[src/rtl/tuner_pkg.sv]
package tuner_pkg;

  typedef enum logic [2:0] {
    ST_IDLE,
    ST_APPLY,
    ST_XFER,
    ST_NEXT,
    ST_EVAL,
    ST_FINAL,
    ST_FIN
  } tuneState_t;

  typedef struct packed {
    logic clearAll;
    logic recPass;
    logic recFail;
    logic incTap;
    logic loadFinal;
    logic toRun;
  } dpStrobe_t;

endpackage

[src/rtl/tuner_dpath.sv]
module tuner_dpath
  import tuner_pkg::*;
#(
  parameter int TAP_W       = 6,
  parameter int NUM_TAPS    = 40,
  parameter int ACK_TIMEOUT = 16
) (
  input  logic             clk,
  input  logic             rstN,
  input  dpStrobe_t        stb,
  output logic [TAP_W-1:0] tapVal,
  output logic             lastTap,
  output logic             anyPass,
  output logic             timeout
);

  localparam int CNT_W = $clog2(NUM_TAPS + 1);
  localparam int TO_W  = $clog2(ACK_TIMEOUT + 1);
  localparam logic [TAP_W-1:0] LAST_TAP = TAP_W'(NUM_TAPS - 1);
  localparam logic [CNT_W-1:0] RUN_MAX  = CNT_W'(NUM_TAPS);
  localparam logic [TO_W-1:0]  TO_LAST  = TO_W'(ACK_TIMEOUT - 1);

  logic [TAP_W-1:0] tapReg, bestEnd, finalTap;
  logic [CNT_W-1:0] curRun, bestLen, runNext;
  logic [TO_W-1:0]  toCnt;

  assign runNext  = curRun + 1'b1;
  assign finalTap = bestEnd - TAP_W'(bestLen >> 1);

  // Sweep tap, current run and best window
  always_ff @(posedge clk) begin
    if (!rstN) begin
      tapReg  <= '0;
      curRun  <= '0;
      bestLen <= '0;
      bestEnd <= '0;
    end else if (stb.clearAll) begin
      tapReg  <= '0;
      curRun  <= '0;
      bestLen <= '0;
      bestEnd <= '0;
    end else begin
      if (stb.recPass) begin
        curRun <= runNext;
        if (runNext > bestLen) begin  // strict: earliest longest window is kept
          bestLen <= runNext;
          bestEnd <= tapReg;
        end
      end else if (stb.recFail) begin
        curRun <= '0;
      end
      if (stb.incTap)
        tapReg <= tapReg + 1'b1;
      else if (stb.loadFinal)
        tapReg <= finalTap;
    end
  end

  // Acknowledge wait counter
  always_ff @(posedge clk) begin
    if (!rstN)          toCnt <= '0;
    else if (!stb.toRun) toCnt <= '0;
    else if (toCnt != TO_LAST) toCnt <= toCnt + 1'b1;
  end

  assign tapVal  = tapReg;
  assign lastTap = (tapReg == LAST_TAP);
  assign anyPass = (bestLen != '0);
  assign timeout = stb.toRun && (toCnt == TO_LAST);

  // best length only grows within a sweep
  p_best_grows_r5: assert property (@(posedge clk) disable iff (!rstN)
    !stb.clearAll |=> bestLen >= $past(bestLen));

  // the programmed final tap lies inside the best window
  p_final_in_window_r5: assert property (@(posedge clk) disable iff (!rstN)
    stb.loadFinal |=> (tapVal <= $past(bestEnd)) && ($past(bestEnd) - tapVal < TAP_W'($past(bestLen))));

  // the run length never exceeds the sweep size
  p_run_bound_r4: assert property (@(posedge clk) disable iff (!rstN)
    stb.recPass |=> curRun <= RUN_MAX);

endmodule

[src/rtl/tuner_ctrl.sv]
module tuner_ctrl
  import tuner_pkg::*;
#(
  parameter int             MODE_W     = 3,
  parameter logic [MODE_W-1:0] HS200_CODE = MODE_W'(5)
) (
  input  logic              clk,
  input  logic              rstN,
  input  logic              start,
  input  logic [MODE_W-1:0] modeSel,
  input  logic              tapApplyAck,
  input  logic              xferDone,
  input  logic              xferPass,
  input  logic              lastTap,
  input  logic              anyPass,
  input  logic              timeout,
  output dpStrobe_t         stb,
  output logic              tapApplyReq,
  output logic              xferReq,
  output logic              done,
  output logic              error
);

  tuneState_t state, stateNxt;
  logic errSet, errClr;

  always_comb begin
    stateNxt = state;
    stb      = '0;
    errSet   = 1'b0;
    errClr   = 1'b0;
    case (state)
      ST_IDLE: if (start) begin
        errClr = 1'b1;
        if (modeSel != HS200_CODE) begin
          errSet   = 1'b1;
          stateNxt = ST_FIN;
        end else begin
          stb.clearAll = 1'b1;
          stateNxt     = ST_APPLY;
        end
      end
      ST_APPLY: begin
        stb.toRun = 1'b1;
        if (tapApplyAck) begin
          stateNxt = ST_XFER;
        end else if (timeout) begin
          stb.recFail = 1'b1;
          stateNxt    = ST_NEXT;
        end
      end
      ST_XFER: if (xferDone) begin
        stb.recPass = xferPass;
        stb.recFail = !xferPass;
        stateNxt    = ST_NEXT;
      end
      ST_NEXT: begin
        if (lastTap) begin
          stateNxt = ST_EVAL;
        end else begin
          stb.incTap = 1'b1;
          stateNxt   = ST_APPLY;
        end
      end
      ST_EVAL: begin
        if (anyPass) begin
          stb.loadFinal = 1'b1;
          stateNxt      = ST_FINAL;
        end else begin
          errSet   = 1'b1;
          stateNxt = ST_FIN;
        end
      end
      ST_FINAL: begin
        stb.toRun = 1'b1;
        if (tapApplyAck) begin
          stateNxt = ST_FIN;
        end else if (timeout) begin
          errSet   = 1'b1;
          stateNxt = ST_FIN;
        end
      end
      ST_FIN:  stateNxt = ST_IDLE;
      default: stateNxt = ST_IDLE;
    endcase
  end

  always_ff @(posedge clk) begin
    if (!rstN) begin
      state <= ST_IDLE;
      error <= 1'b0;
    end else begin
      state <= stateNxt;
      if (errSet)      error <= 1'b1;
      else if (errClr) error <= 1'b0;
    end
  end

  assign tapApplyReq = (state == ST_APPLY) || (state == ST_FINAL);
  assign xferReq     = (state == ST_XFER);
  assign done        = (state == ST_FIN);

  // error holds until an accepted start
  p_err_hold_r9: assert property (@(posedge clk) disable iff (!rstN)
    error && !(state == ST_IDLE && start) |=> error);

  // wrong mode start reports error on the next cycle with done
  p_mode_reject_r8: assert property (@(posedge clk) disable iff (!rstN)
    (state == ST_IDLE) && start && (modeSel != HS200_CODE) |=> error && done);

  // a timed-out apply never leads to a transfer
  p_timeout_no_xfer_r3: assert property (@(posedge clk) disable iff (!rstN)
    (state == ST_APPLY) && timeout && !tapApplyAck |=> !xferReq);

endmodule

[src/rtl/tap_sweep_tuner.sv]
module tap_sweep_tuner
  import tuner_pkg::*;
#(
  parameter int             TAP_W       = 6,
  parameter int             NUM_TAPS    = 40,
  parameter int             ACK_TIMEOUT = 16,
  parameter int             MODE_W      = 3,
  parameter logic [MODE_W-1:0] HS200_CODE = MODE_W'(5)
) (
  input  logic              clk,
  input  logic              rstN,
  input  logic              start,
  input  logic [MODE_W-1:0] modeSel,
  output logic              done,
  output logic              error,
  output logic [TAP_W-1:0]  tapVal,
  output logic              tapApplyReq,
  input  logic              tapApplyAck,
  output logic              xferReq,
  input  logic              xferDone,
  input  logic              xferPass
);

  localparam logic [TAP_W-1:0] LAST_TAP = TAP_W'(NUM_TAPS - 1);

  dpStrobe_t stb;
  logic      lastTap, anyPass, timeout;

  tuner_ctrl #(
    .MODE_W     (MODE_W),
    .HS200_CODE (HS200_CODE)
  ) i_ctrl (
    .clk         (clk),
    .rstN        (rstN),
    .start       (start),
    .modeSel     (modeSel),
    .tapApplyAck (tapApplyAck),
    .xferDone    (xferDone),
    .xferPass    (xferPass),
    .lastTap     (lastTap),
    .anyPass     (anyPass),
    .timeout     (timeout),
    .stb         (stb),
    .tapApplyReq (tapApplyReq),
    .xferReq     (xferReq),
    .done        (done),
    .error       (error)
  );

  tuner_dpath #(
    .TAP_W       (TAP_W),
    .NUM_TAPS    (NUM_TAPS),
    .ACK_TIMEOUT (ACK_TIMEOUT)
  ) i_dpath (
    .clk     (clk),
    .rstN    (rstN),
    .stb     (stb),
    .tapVal  (tapVal),
    .lastTap (lastTap),
    .anyPass (anyPass),
    .timeout (timeout)
  );

  // never offer a tap outside the safe range
  p_tap_range_r1: assert property (@(posedge clk) disable iff (!rstN)
    tapApplyReq |-> tapVal <= LAST_TAP);

  // tap is stable while its request is pending
  p_tap_stable_r2: assert property (@(posedge clk) disable iff (!rstN)
    tapApplyReq && !tapApplyAck |=> !tapApplyReq || $stable(tapVal));

  // a transfer starts only right after an acknowledged apply
  p_xfer_after_ack_r2: assert property (@(posedge clk) disable iff (!rstN)
    $rose(xferReq) |-> $past(tapApplyAck) && $past(tapApplyReq));

  // apply and transfer requests never overlap
  p_req_exclusive_r2: assert property (@(posedge clk) disable iff (!rstN)
    !(tapApplyReq && xferReq));

  // done is a single-cycle pulse
  p_done_pulse_r9: assert property (@(posedge clk) disable iff (!rstN)
    done |=> !done);

endmodule

[config.mk]
export PLATFORM = sky130hd
export DESIGN_NAME = tap_sweep_tuner
export DESIGN_NICKNAME = d
export VERILOG_FILES = /design/src/rtl/tuner_pkg.sv /design/src/rtl/tuner_dpath.sv /design/src/rtl/tuner_ctrl.sv /design/src/rtl/tap_sweep_tuner.sv
export SDC_FILE = /design/constraint.sdc
export NUM_CORES = 1
export LEC_CHECK = 0
export BUFFER_PORTS_ARGS = -buffer_cell sky130_fd_sc_hd__buf_2
export CELL_PAD_IN_SITES_DETAIL_PLACEMENT = 1
export CELL_PAD_IN_SITES_GLOBAL_PLACEMENT = 1
export CORE_MARGIN = 2
export CORE_UTILIZATION = 45
export DETAILED_ROUTE_END_ITERATION = 16
export PLACE_DENSITY = 0.76
export SLEW_MARGIN = 20
export SYNTH_ARGS = -nofsm -noshare
export SYNTH_HDL_FRONTEND = slang
export SYNTH_SLANG_ARGS = --single-unit
[constraint.sdc]
create_clock -name clk -period 6.8 [get_ports clk]
set_input_delay 2.04 -clock clk [delete_from_list [all_inputs] [get_ports clk]]
set_output_delay 2.04 -clock clk [all_outputs]
set_load 0.02 [all_outputs]
==> results.py <==
metrics = {
    "logic_synthesis": {
        "syn_nets": 255,
        "synth_cells": 230,
        "yosysTopAreaCell": "dfxtp_1",
        "yosysWarnings": 0,
        "ys_seq_area_share_pct": 32.8,
        "synth-main-ff-cell": "dfxtp_1",
        "yosys.area_share.simple_pct": 22.6,
        "yosysTopAreaCellShare_pct": 32.8,
        "synth_edf_count": 0,
        "syn_avg_cell_area_um2": 8.75,
        "synth_compound_area_share_pct": 17.5,
        "synth_area_um2": 2010,
        "synthTopCellsByArea": "dfxtp_1, ha_1, mux2i_1",
        "ys_seq_elements": 33,
        "synth_xor_area_share_pct": 3.92,
        "synth_cell_types": 54,
        "synth_top_family_by_area": "simple AND/OR/NAND/NOR gates",
        "yosys.area_share.adder_pct": 10.3,
        "async_flop_share_pct": 0,
        "synth.area.mux_share_pct": 6.97,
    },
    "routing": {
        "drtIter0Drc": 62,
        "wl_mm": 4.68,
        "vias_per_cell": 5.69,
        "vias": 1702,
        "dr.pass1.iters": 4,
        "drt-wirelength-per-cell_um": 15.6,
        "drc": 0,
        "ant_nets": 0,
    },
    "cells_and_area": {
        "antennaDiodeCount": 0,
        "final_cell_mix": "dfxtp_1, nor2_1, buf_2, ha_1",
        "drive_above_1_share_pct": 14.6,
        "final_common_cell": "dfxtp_1",
        "num-nets-final": 272,
        "post-route-cell-area_um2": 2200,
        "area_delta_synth_final_pct": 9.20,
        "final_cell_count_no_fill": 299,
    },
    "floorplanning": {
        "initial_core_util_pct": 46.5,
        "dieWidth_um": 70.9,
        "die_area_um2": 5020,
        "num_rows": 24,
        "die_h_um": 70.9,
        "core_area_um2": 4320,
        "ioPinCount": 19,
    },
    "power": {
        "peakVddDrop_mv": 0.142,
        "finalPower_w": 0.000543,
        "powerDensity_nw_per_um2": 247,
        "p_leak_nw": 0.854,
    },
    "place": {
        "numPortBuffers": 18,
        "place_congestion": 0.776,
        "place_area_um2": 2110,
        "placed_cells": 292,
        "dp_hpwl_mm": 3.54,
    },
    "setup_path": {
        "timing.critical_path.buf_inv": 1,
        "crit_fanout": 24,
        "end_kind": "register",
        "cpMaxStageDelayCell": "nand2_1",
        "crit_family": "simple AND/OR/NAND/NOR gates",
        "worstSetupStartpointType": "input pin",
        "path_class": "in -> reg",
        "reg2reg_slack_ns": 4.17,
        "arrival_ns": 3.70,
        "cp_data_required_time_ns": 6.98,
        "slowest_delay_ns": 0.73,
        "path_cells": "buf_2 > nor4b_1 > nand4b_1 > nand2_1 > a21oi_1 > or2_1",
    },
    "clocking": {
        "tritoncts": "yes",
        "numCtsBuffers": 5,
        "cts_root_buffer": "clkbuf_8",
        "clockBufferDepth": 2,
        "ctsHoldBuffers": 0,
        "cts_sinks": 33,
        "clock_latency_ns": 0.29,
        "clkTransAtPathRegs_ns": 0.06,
        "ctsResizeCount": 0,
        "cts_setup_buffers": 0,
        "h-tree-depth": 2,
    },
    "timing": {
        "slew-limit-headroom_pct": 39.2,
        "setup_tns_ns": 0,
        "min_period_over_period_pct": 51.8,
        "clock_skew_ns": 0.00455,
        "setup_violations": 0,
        "worst_pin_slew_ns": 0.910,
        "finalHoldViolCount": 0,
        "rsz0062_at_grt": "false",
        "fmax_mhz": 284,
        "hold_ws_ns": 0.501,
        "fin_crit_ns": 3.52,
        "drv_slew": 0,
    },
    "run": {
        "maxCapViolCount": 0,
    },
    "global_route": {
        "grt_overflow": 0,
        "grt_pass1_vias": 1736,
        "track_usage_pct": 20.5,
        "antenna_found_initial": 0,
        "grt_first_pass_wirelength_mm": 8.20,
        "grt_max_degree": 25,
    },
    "outcome": {
        "status": "finished, final reports clean",
    },
    "worst_hold_path": {
        "min_path_type": "reg -> reg",
    },
}
## worst paths after layout
| path | startpoint | end | cells after the start |
|---|---|---|---|
| worst max-delay path | start | i_dpath.tapVal[5] | 6 |
| worst min-delay path | i_dpath.toCnt[4] | i_dpath.toCnt[4] | 2 |
| worst max register to register | i_dpath.curRun[2] | i_dpath.bestEnd[3] | 10 |
| worst min register to register | i_dpath.toCnt[4] | i_dpath.toCnt[4] | 2 |
## power by group
part           switching [W]  internal, W  leakage [nW]  total, W
clock network      0.0000707    0.0000803        0.0443  0.000151
registers          0.0000353     0.000208         0.267  0.000243
logic              0.0000836    0.0000657         0.543  0.000149
total               0.000190     0.000354         0.854  0.000543
## through the flow
stage | utilization, % | worst slack, ns
2_1_floorplan | - | 3.74
3_3_place_gp | 48.8 | 3.00
3_5_place_dp | 48.8 | 2.97
4_1_cts | 50.8 | 3.26
5_1_grt | 50.8 | 3.09
6_report | 50.8 | 3.28
## synth_stat cells, types with 2 or more instances
master and number:
a21o_1 3, o22ai_1 4, nand2_1 10, xor2_1 6, ha_1 15, nor2_2 4
or2_1 2, a21oi_1 10, o21ai_0 6, nand3_1 9, or3_1 2, buf_4 3
o211ai_1 3, nor2_1 30, nand2b_1 2, xnor2_1 3, nand3b_1 2, a22oi_1 6
inv_1 14, nor2b_1 3, and3_1 5, mux2i_1 14, a221oi_1 2, dfxtp_1 33
o21a_1 2, nand4_1 5, buf_2 3, nand4b_1 2, buf_6 2
## flip-flops by register name, summed over array words and instances (netlist names)
name,flops
i_dpath.tapVal,6
i_dpath.toCnt,5
i_ctrl.error,1
i_ctrl.state,3
i_dpath.bestEnd,6
i_dpath.bestLen,6
i_dpath.curRun,6
## worst min-delay path, cell delays in order (launching register included)
cell and delay [ns]:
dfxtp_1 0.33, a21oi_1 0.07, nor2_1 0.07
## area by class of cell
class / count / area (µm²)
fillers: 537 / 2130
multi-input cells: 174 / 1230
flip-flops and latches: 33 / 661
repair buffers: 19 / 97.6
clock buffers: 7 / 86.3
well taps: 52 / 65.1
inverters: 14 / 52.6
## logic make-up (layout without fill, tap and decap cells)
logic type                 Yosys count  in the layout
xor gates and xnor gates             9              9
adders and majority gates           16             16
buffers and inverters               23             40
muxes                               14             14
AOI/OAI and AO/OA                   49             49
DFF                                 33             33
and+or+nand+nor                     86             86
## metal layers
metal	vias up	wire, µm	track usage, %
li1	860	-	-
met3	7	119	4.70
met4	0	59	6.29
met5	-	0	0
met1	818	2270	26.9
met2	17	2230	33.6
(Power assumes the default switching activity.)
